--- src/rtl/dtu_pkg.sv ---
package dtu_pkg;
  typedef enum logic [1:0] {
    XM_NORMAL = 2'b00,
    XM_REPEAT = 2'b01,
    XM_BLOCK  = 2'b10,
    XM_RSVD   = 2'b11
  } xfer_mode_e;

  typedef enum logic [1:0] {
    DM_FIX0 = 2'b00,
    DM_FIX1 = 2'b01,
    DM_INC  = 2'b10,
    DM_DEC  = 2'b11
  } dst_mode_e;

  typedef struct packed {
    logic      seq_end;
    logic      idx_ref;
    logic      chain_last;
    logic      chain_en;
    logic      irq_each;
    logic      area_src;
    dst_mode_e dst_mode;
  } mode_t;

  localparam logic [1:0] SIZE_RSVD = 2'b11;
endpackage

--- src/rtl/dtu_dst_step.sv ---
module dtu_dst_step
  import dtu_pkg::*;
#(
  parameter int ADDR_W = 32
) (
  input  logic [ADDR_W-1:0] dst_i,
  input  logic [ADDR_W-1:0] base_i,
  input  dst_mode_e         dst_mode_i,
  input  logic [1:0]        size_i,
  input  logic              reload_i,
  output logic [ADDR_W-1:0] dst_o,
  output logic              wb_o
);
  localparam int STEP_W = 3;
  logic [ADDR_W-1:0] step;

  always_comb begin
    step = '0;
    step[STEP_W-1:0] = STEP_W'(1) << size_i;
  end

  always_comb begin
    dst_o = dst_i;
    wb_o  = 1'b0;
    if (reload_i) begin
      dst_o = base_i;
      wb_o  = 1'b1;
    end else begin
      unique case (dst_mode_i)
        DM_INC: begin dst_o = dst_i + step; wb_o = 1'b1; end
        DM_DEC: begin dst_o = dst_i - step; wb_o = 1'b1; end
        default: ;
      endcase
    end
  end
endmodule

--- src/rtl/dtu_cnt_step.sv ---
module dtu_cnt_step
  import dtu_pkg::*;
#(
  parameter int CNT_W = 16
) (
  input  xfer_mode_e       xm_i,
  input  logic [CNT_W-1:0] cnt_i,
  output logic [CNT_W-1:0] cnt_o,
  output logic             last_o,
  output logic             area_reload_o
);
  localparam int HALF_W = CNT_W / 2;

  logic [HALF_W-1:0] lo, hi, lo_next;
  logic              lo_last;

  generate
    if (CNT_W % 2 != 0) begin : g_bad_width
      initial $error("CNT_W must be even");
    end
  endgenerate

  assign lo      = cnt_i[HALF_W-1:0];
  assign hi      = cnt_i[CNT_W-1:HALF_W];
  assign lo_last = (lo == HALF_W'(1));
  assign lo_next = lo_last ? hi : lo - HALF_W'(1);

  always_comb begin
    cnt_o         = cnt_i - CNT_W'(1);
    last_o        = (cnt_i == CNT_W'(1));
    area_reload_o = 1'b0;
    unique case (xm_i)
      XM_REPEAT: begin
        cnt_o         = {hi, lo_next};
        last_o        = lo_last;
        area_reload_o = lo_last;
      end
      XM_BLOCK: area_reload_o = 1'b1;
      default: ;
    endcase
  end
endmodule

--- src/rtl/dtu_ctrl.sv ---
module dtu_ctrl
  import dtu_pkg::*;
(
  input  mode_t mode_i,
  input  logic  last_i,
  input  logic  via_index_i,
  output logic  irq_o,
  output logic  chain_o,
  output logic  seq_start_o,
  output logic  seq_end_o
);
  assign irq_o       = mode_i.irq_each | last_i;
  assign chain_o     = mode_i.chain_en & (~mode_i.chain_last | last_i);
  assign seq_start_o = mode_i.idx_ref;
  // sequence-end only meaningful for index-table descriptors
  assign seq_end_o   = mode_i.seq_end & via_index_i;
endmodule

--- src/rtl/dtu_post_update.sv ---
module dtu_post_update
  import dtu_pkg::*;
#(
  parameter int ADDR_W = 32,
  parameter int CNT_W  = 16
) (
  input  logic              clk_i,
  input  logic              rst_ni,
  input  logic              done_i,
  input  logic              ack_i,
  input  logic [7:0]        mode_i,
  input  logic [1:0]        xfer_mode_i,
  input  logic [1:0]        size_i,
  input  logic              via_index_i,
  input  logic [ADDR_W-1:0] dst_i,
  input  logic [ADDR_W-1:0] area_base_i,
  input  logic [CNT_W-1:0]  cnt_i,
  output logic              valid_o,
  output logic              busy_o,
  output logic [ADDR_W-1:0] dst_o,
  output logic [CNT_W-1:0]  cnt_o,
  output logic              dst_wb_o,
  output logic              cnt_wb_o,
  output logic              src_reload_o,
  output logic              irq_o,
  output logic              chain_o,
  output logic              seq_start_o,
  output logic              seq_end_o,
  output logic              cfg_err_o
);
  mode_t             mode;
  xfer_mode_e        xm;
  logic              accept, cfg_err;
  logic              last, area_reload, dst_reload;
  logic [ADDR_W-1:0] dst_next;
  logic              dst_wb;
  logic [CNT_W-1:0]  cnt_next;
  logic              irq, chain, seq_start, seq_end;

  assign mode    = mode_t'(mode_i);
  assign xm      = xfer_mode_e'(xfer_mode_i);
  assign accept  = done_i & ~valid_o;
  assign cfg_err = (size_i == SIZE_RSVD) || (xm == XM_RSVD) ||
                   (mode.idx_ref && xm != XM_NORMAL);

  dtu_cnt_step #(.CNT_W(CNT_W)) u_cnt (
    .xm_i          (xm),
    .cnt_i         (cnt_i),
    .cnt_o         (cnt_next),
    .last_o        (last),
    .area_reload_o (area_reload)
  );

  assign dst_reload = area_reload & ~mode.area_src;

  dtu_dst_step #(.ADDR_W(ADDR_W)) u_dst (
    .dst_i      (dst_i),
    .base_i     (area_base_i),
    .dst_mode_i (mode.dst_mode),
    .size_i     (size_i),
    .reload_i   (dst_reload),
    .dst_o      (dst_next),
    .wb_o       (dst_wb)
  );

  dtu_ctrl u_ctrl (
    .mode_i      (mode),
    .last_i      (last),
    .via_index_i (via_index_i),
    .irq_o       (irq),
    .chain_o     (chain),
    .seq_start_o (seq_start),
    .seq_end_o   (seq_end)
  );

  always_ff @(posedge clk_i or negedge rst_ni) begin
    if (!rst_ni) begin
      valid_o      <= 1'b0;
      dst_o        <= '0;
      cnt_o        <= '0;
      dst_wb_o     <= 1'b0;
      cnt_wb_o     <= 1'b0;
      src_reload_o <= 1'b0;
      irq_o        <= 1'b0;
      chain_o      <= 1'b0;
      seq_start_o  <= 1'b0;
      seq_end_o    <= 1'b0;
      cfg_err_o    <= 1'b0;
    end else if (accept) begin
      valid_o      <= 1'b1;
      cfg_err_o    <= cfg_err;
      dst_o        <= cfg_err ? dst_i : dst_next;
      cnt_o        <= cfg_err ? cnt_i : cnt_next;
      dst_wb_o     <= ~cfg_err & dst_wb;
      cnt_wb_o     <= ~cfg_err;
      src_reload_o <= ~cfg_err & area_reload & mode.area_src;
      irq_o        <= ~cfg_err & irq;
      chain_o      <= ~cfg_err & chain;
      seq_start_o  <= ~cfg_err & seq_start;
      seq_end_o    <= ~cfg_err & seq_end;
    end else if (ack_i) begin
      valid_o <= 1'b0;
    end
  end

  assign busy_o = valid_o;
endmodule

--- config.mk ---
export PLATFORM = sky130hd
export DESIGN_NAME = dtu_post_update
export DESIGN_NICKNAME = d
export VERILOG_FILES = /design/src/rtl/dtu_pkg.sv /design/src/rtl/dtu_dst_step.sv /design/src/rtl/dtu_cnt_step.sv /design/src/rtl/dtu_ctrl.sv /design/src/rtl/dtu_post_update.sv
export SDC_FILE = /design/constraint.sdc
export NUM_CORES = 1
export LEC_CHECK = 0
export ABC_AREA = 1
export BUFFER_PORTS_ARGS = -buffer_cell sky130_fd_sc_hd__buf_2
export CORE_ASPECT_RATIO = 1.4
export CORE_UTILIZATION = 55
export CTS_CLUSTER_DIAMETER = 150
export CTS_CLUSTER_SIZE = 24
export DETAILED_ROUTE_END_ITERATION = 10
export PLACE_DENSITY = 0.82
export RECOVER_POWER = 50
export SLEW_MARGIN = 20
export SYNTH_ARGS = -nofsm -noshare
export SYNTH_HDL_FRONTEND = slang
export SYNTH_SLANG_ARGS = --single-unit
export TNS_END_PERCENT = 20
--- constraint.sdc ---
create_clock -name clk_i -period 2.5 [get_ports clk_i]
set_input_delay 0.5 -clock clk_i [delete_from_list [all_inputs] [get_ports clk_i]]
set_output_delay 0.5 -clock clk_i [all_outputs]
set_load 0.02 [all_outputs]
==> metrics.txt, run 1 <==
failing checks capacitance limit, slew limit; minimum clock period 2.28 ns; YS warnings 0; worst vdd ir 0.363 mV; async set-reset flop share out of synthesis 100%; post-DP HPWL 15.7 mm; Initial Util 57.4%; CP Cell Sequence buf_2 -> nand2_1 -> nand2_4 -> buf_12 -> ha_1 -> nand2_1 -> inv_1 -> nand2_1 -> nand2_1 -> inv_1 -> nand3_1 -> buf_4 -> xor2_1 -> nand2_1 -> o211ai_1 -> nand3_1 -> nand2_1; Hold EP busy_o; gpl congestion 1.02; Sw Ratio 39.3%; final WL 19.7 mm; most frequent cell after synthesis nand2_1; Port Buffers 154; CP max FO 20; initial antenna violation count 0; Fin. Hold Viols 0; Pwr Total 0.00473 W; HP Start ack_i; Post-Layout Cell Count 1370; power share of the clock group 31.6%; Tot GR Track Use 35.5%; Slowest cell on crit path ha_1; DIE WIDTH 90.5 um; status finished with violations; CTS tree built; TritonCTS Buffers 9; met2 wire length 9.98 mm; FF-to-FF End cnt_o[1]; Post-synth EDFFs 0; most used cell, CP nand2_1; post-synth top area share 25.6%; vias in the first global route 6927; Post-Route Setup TNS 0 ns; detailed-route wire length per cell 14.4 um; distinct cell type count after synthesis 37; largest area contributor in the netlist nand2_1; Net Count, Synth 1162; Syn Std Cell Area 6040 um2; largest net degree at the start of global routing 42; DRT Pass-1 Iters 5; period utilisation layout 91.1%; leakage 4.60 nW; post-CTS setup buffer count 0; number of synthesized register bits 57; max incr delay on CP 0.35 ns; Least-Margin Pin Slew 1.58 ns; post-route met1 wirelength 7.57 mm; flop-to-flop setup slack 0.46 ns; number of placed cells counting well taps 1354; slew margin rel. -5.21%; CTS max path bufs 2; Crit path required time 2.72 ns; final setup vio count 0; Worst setup EP type flop; Worst-path clk slew 0.05 ns; final net count 1362; Fin Clk Skew 0.00953 ns; startpoint types input port; cts-stage hold buffer count 0; Post-synth top cells 411 x nand2_1, 180 x inv_1, 86 x nand3_1; RR Startpoint busy_o; crit path DAT 2.50 ns; total grt overflow 0; Seq/Total Area, Yosys 23.6%; Worst-Skew Late Latency 0.34 ns; Sequential Power Share 26.4%; clock sink count 57; FP Rows 44; cts repair resizes 0; RSZ-0062 raised after global routing false; PwrDens 616 nW/um2; clock root cell clkbuf_16; Register-to-Register Path Depth 7; share of layout cells above drive strength 1 18.7%; max-slew violations 27; top cells by area, synth nand2_1 26%, dfrtp_1 24%, inv_1 11%; DR iter-0 viols 490; Comb power frac 42.0%; highest metal used met4; Die Y 126 um; syn_area_per_cell 5.88 um2; Net Sw Power 0.00186 W; maxcap violations 1; Post-Syn Instances 1027; total vias in the final route 7194; global-route wire length before repair 32.5 mm; ANT nets after route 0; worst min-delay path category input port to flop; met3 wire length 1.32 mm; H-tree depth 3; Hold Path Depth 2; crit path kind input port to flop; Area Growth Syn to Fin 27.3%; num ports 155; internal power 0.00287 W; ANT cells 0; DRC 0; filler cell count 940; die area 11400 um2; number of vias per cell 5.25; Achievable Freq 0.439 GHz; core region area 10500 um2; ys flop type dfrtp_1
==> routing by layer <==
| layer | track usage, % | up-vias |
|---|---|---|
| met4 | 16.8 | 0 |
| met1 | 39.7 | 3223 |
| li1 | - | 3613 |
| met2 | 65.5 | 302 |
| met5 | 0 | - |
| met3 | 5.19 | 56 |
==> placed cells by master (no fill, tap or decap), drive strengths merged <==
master    count
a21o          2
a21oi        29
a22o         13
a31oi         5
a32o          2
and2          1
buf         189
bufinv        3
clkbuf       39
clkinv        3
clkinvlp      1
dfrtp        57
fa            1
ha           37
inv         182
nand2       412
nand3        87
nand4         7
nor2         64
nor3          5
o211ai       20
o21ai        45
o21bai        4
o221ai        1
o31ai         1
or2           5
xnor2         4
xor2         13
==> metrics by stage <==
stage / util [%] / cell area [um2] / setup slack, ns / hold slack (ns)
after global placement: 70.1 / 7370 / -0.0958 / 0.459
after detailed placement: 70.1 / 7370 / -0.119 / 0.468
final: 73.1 / 7690 / 0.222 / 0.352
after CTS: 73.5 / 7730 / 0.214 / 0.219
after floorplan: - / 6040 / 0.0920 / 0.204
after global routing: 73.1 / 7690 / 0.00223 / 0.398
==> worst max-delay path, delay by kind of cell <==
kind | cells | cell delay [ns]
XOR/XNOR | 1 | 0.14
buffers and inverters | 5 | 0.58
AO/OA/AOI/OAI | 1 | 0.08
AND/OR/NAND/NOR | 9 | 0.83
adder cells (fa/ha/maj) | 1 | 0.35
==> registers in the layout, indices dropped and copies added (netlist names) <==
name	count
dst_o	32
cnt_o	16
busy_o	1
cfg_err_o	1
chain_o	1
cnt_wb_o	1
dst_wb_o	1
irq_o	1
seq_end_o	1
seq_start_o	1
src_reload_o	1
==> area by class of cell <==
| class | instances | area, um2 | share of cell area (%) |
|---|---|---|---|
| multi-input combinational | 758 | 3810 | 49.6 |
| sequential | 57 | 1430 | 18.6 |
| timing repair buffer | 218 | 1240 | 16.1 |
| inverter | 183 | 687 | 8.94 |
| clock buffer | 10 | 239 | 3.11 |
| tap | 138 | 173 | 2.25 |
| clock inverter | 6 | 115 | 1.50 |
==> power groups by stage <==
stage | Combinational, W | Sequential, W | Clock, W
after floorplan | 0.000969 | 0.00152 | 0
after global placement | 0.00197 | 0.00125 | 0
after detailed placement | 0.00200 | 0.00126 | 0
after CTS | 0.00201 | 0.00124 | 0.00149
after global routing | 0.00220 | 0.00127 | 0.00153
final | 0.00199 | 0.00125 | 0.00149
==> worst max path at each step <==
stage                    from   endpoint  slack, ns
global route        size_i[0]  dst_o[25]      0.002
CTS                 mode_i[1]  dst_o[12]       0.21
detailed placement  mode_i[1]  dst_o[20]      -0.12
global placement    mode_i[1]  dst_o[12]       -0.1
finish              mode_i[1]  dst_o[11]       0.22
floorplan           mode_i[1]  dst_o[31]       0.09
==> kinds of logic after synthesis <==
logic type	after synthesis	share of synthesized area, %
compound gates	122	13.0
xor+xnor	17	2.47
fa+ha+maj	38	8.00
buf+inv	212	13.8
flops	57	23.6
simple gates	581	39.1
Note: power is estimated with default switching activity, not from simulation.
==> run 2: changes to the inputs <==
==> constraint.sdc (replaced) <==
create_clock -name clk_i -period 2.4 [get_ports clk_i]
set_input_delay 0.48 -clock clk_i [delete_from_list [all_inputs] [get_ports clk_i]]
set_output_delay 0.48 -clock clk_i [all_outputs]
set_load 0.02 [all_outputs]
==> run 2 against run 1 <==
Effect of this change:
- the flow now finishes without violations
- routed wire length increased by 2.9%
- combinational power increased by 6%
- clock power about the same
- sequential power increased by 5%
- global-route usage increased by 0.16 points
==> metrics.txt, run 2 (synthesis gave the netlist of run 1 again) <==
status complete, no violations; Largest register FFs 32 (unchanged); CTS tree built; commonest non-fill, non-tap cells in the layout 405 x nand2_1, 180 x inv_1, 129 x buf_2, 85 x nand3_1, 68 x buf_4; global-route wire length before repair 32.6 mm (+0.45%); slew margin rel. 17.4% (+23 points); Least-Margin Pin Slew 1.24 ns (-0.339 ns); DRT Pass-1 Iters 6 (+1); final net count 1369 (+0.51%); maxcap violations 0 (-1); DRC 0 (unchanged); number of vias per cell 5.30 (+0.92%); TritonCTS Buffers 9 (unchanged); Initial Util 57.4% (unchanged); H-tree depth 3 (unchanged); Sequential Power Share 26.7% (+0.3 points); final instance area 7750 um2 (+0.78%); CTS max path bufs 2 (unchanged); commonest non-fill, non-tap cell in the layout nand2_1; num ports 155 (unchanged); share of layout cells above drive strength 1 20.0% (+1.3 points); ANT nets after route 0 (unchanged); Area Growth Syn to Fin 28.3%; Crit path required time 2.63 ns (-0.09 ns); Worst setup EP type flop; worst vdd ir 0.381 mV (+5.2%); gpl congestion 0.991 (-2.7%); largest net degree at the start of global routing 42 (unchanged); final setup vio count 0 (unchanged); Hold WS 0.304 ns (-0.0478 ns); vias in the first global route 6967 (+0.58%); Core Util, Final 73.7% (+0.57 points); Post-Route Setup TNS 0 ns (unchanged); total grt overflow 0 (unchanged); Port Buffers 154 (unchanged); Fin Clk Skew 0.00969 ns (+0.000152 ns); Achievable Freq 0.441 GHz; max-slew violations 0 (-100%); post-DP HPWL 15.8 mm (+0.76%); dpl cell area 7400 um2 (+0.37%); internal power 0.00293 W (+2.1%); detailed-route wire length per cell 14.7 um (+2.4%); clock root cell clkbuf_16; initial antenna violation count 0 (unchanged); DIE WIDTH 90.5 um (unchanged); final WL 20.2 mm (+2.9%); Pwr Total 0.00489 W (+3.3%); minimum clock period 2.27 ns; Tot GR Track Use 35.7% (+0.16 points); total vias in the final route 7297 (+1.4%); core region area 10500 um2 (unchanged); startpoint types input port; CP max FO 19 (-5.0%); Die Y 126 um (unchanged); RSZ-0062 raised after global routing true; leakage 4.62 nW (+0.46%); clock sink count 57 (unchanged); FP Rows 44 (unchanged); period utilisation layout 94.4%; Sw Ratio 40.0% (+0.72 points); crit path DAT 2.50 ns (about the same); Fin. Hold Viols 0 (unchanged); power share of the clock group 30.1% (-1.5 points); Comb power frac 43.2% (+1.2 points); Top reg by flops dst_o; worst min-delay path category input port to asynchronous set/reset pin; ANT cells 0 (unchanged); top flop regs dst_o (32), cnt_o (16); Net Sw Power 0.00196 W (+5.2%); cts-stage hold buffer count 0 (unchanged); PwrDens 632 nW/um2 (+2.5%); Worst-Skew Late Latency 0.34 ns (about the same); crit path kind input port to flop; die area 11400 um2 (unchanged); Worst-path clk slew 0.06 ns (about the same); DR iter-0 viols 460 (-6.1%)
-- run 2: stage by stage --
step                      std cells  setup slack, ns
after floorplan                1027           0.0120
after global placement         1361           -0.175
after detailed placement       1361           -0.191
after CTS                      1377            0.153
after global routing           1377          -0.0364
final                          1377            0.134
-- run 2: cell type report --
type	count	area [um2]
Multi-Input combinational cell	758	3850
Sequential cell	57	1430
Timing Repair Buffer	225	1280
Inverter	183	687
Clock inverter	4	75.1
Clock buffer	12	256
Tap cell	138	173
Fill cell	944	2770
-- run 2: layer usage --
metal | wire (um) | global-route usage [%]
met5 | 0 | 0
met2 | 10100 | 63.7
met4 | 1050 | 19.1
met3 | 1400 | 5.37
met1 | 7700 | 40.6
-- run 2: worst paths after layout --
path                                start         to  slack, ns  cells past startpoint
worst max-delay path            mode_i[1]  dst_o[25]       0.13                     16
worst min-delay path               rst_ni   dst_o[9]       0.30                      1
worst max register to register     busy_o  dst_o[12]       0.73                      8
worst min register to register  cnt_o[13]  cnt_o[13]       0.47                      2
max in group asynchronous          rst_ni  dst_o[16]       0.41                      2
min in group clk_i                  ack_i     busy_o       0.34                      2
-- run 2: timing repair --
item | in CTS | in global routing
gates resized for setup | 0 | 15
endpoints found under the setup margin | 0 | 13
buffers inserted | 0 | 0
hold endpoints to repair | 0 | 0
-- run 2: critical path: stages --
cell,delay (ns)
buf_2,0.11
nand2_1,0.12
nand2_4,0.09
buf_12,0.17
ha_1,0.36
nand2_1,0.15
nor2_2,0.06
buf_4,0.13
a21oi_1,0.22
nand3_1,0.12
nand2_1,0.08
nand3_1,0.13
nand2_1,0.10
nand2_1,0.05
nand2_1,0.06
nand2_1,0.05
-- run 2: power by group through the flow --
stage / registers (W) / logic (W) / clock network (W)
after floorplan: 0.00158 / 0.00101 / 0
after global placement: 0.00130 / 0.00206 / 0
after detailed placement: 0.00131 / 0.00209 / 0
after CTS: 0.00130 / 0.00211 / 0.00146
after global routing: 0.00133 / 0.00232 / 0.00151
final: 0.00131 / 0.00211 / 0.00147
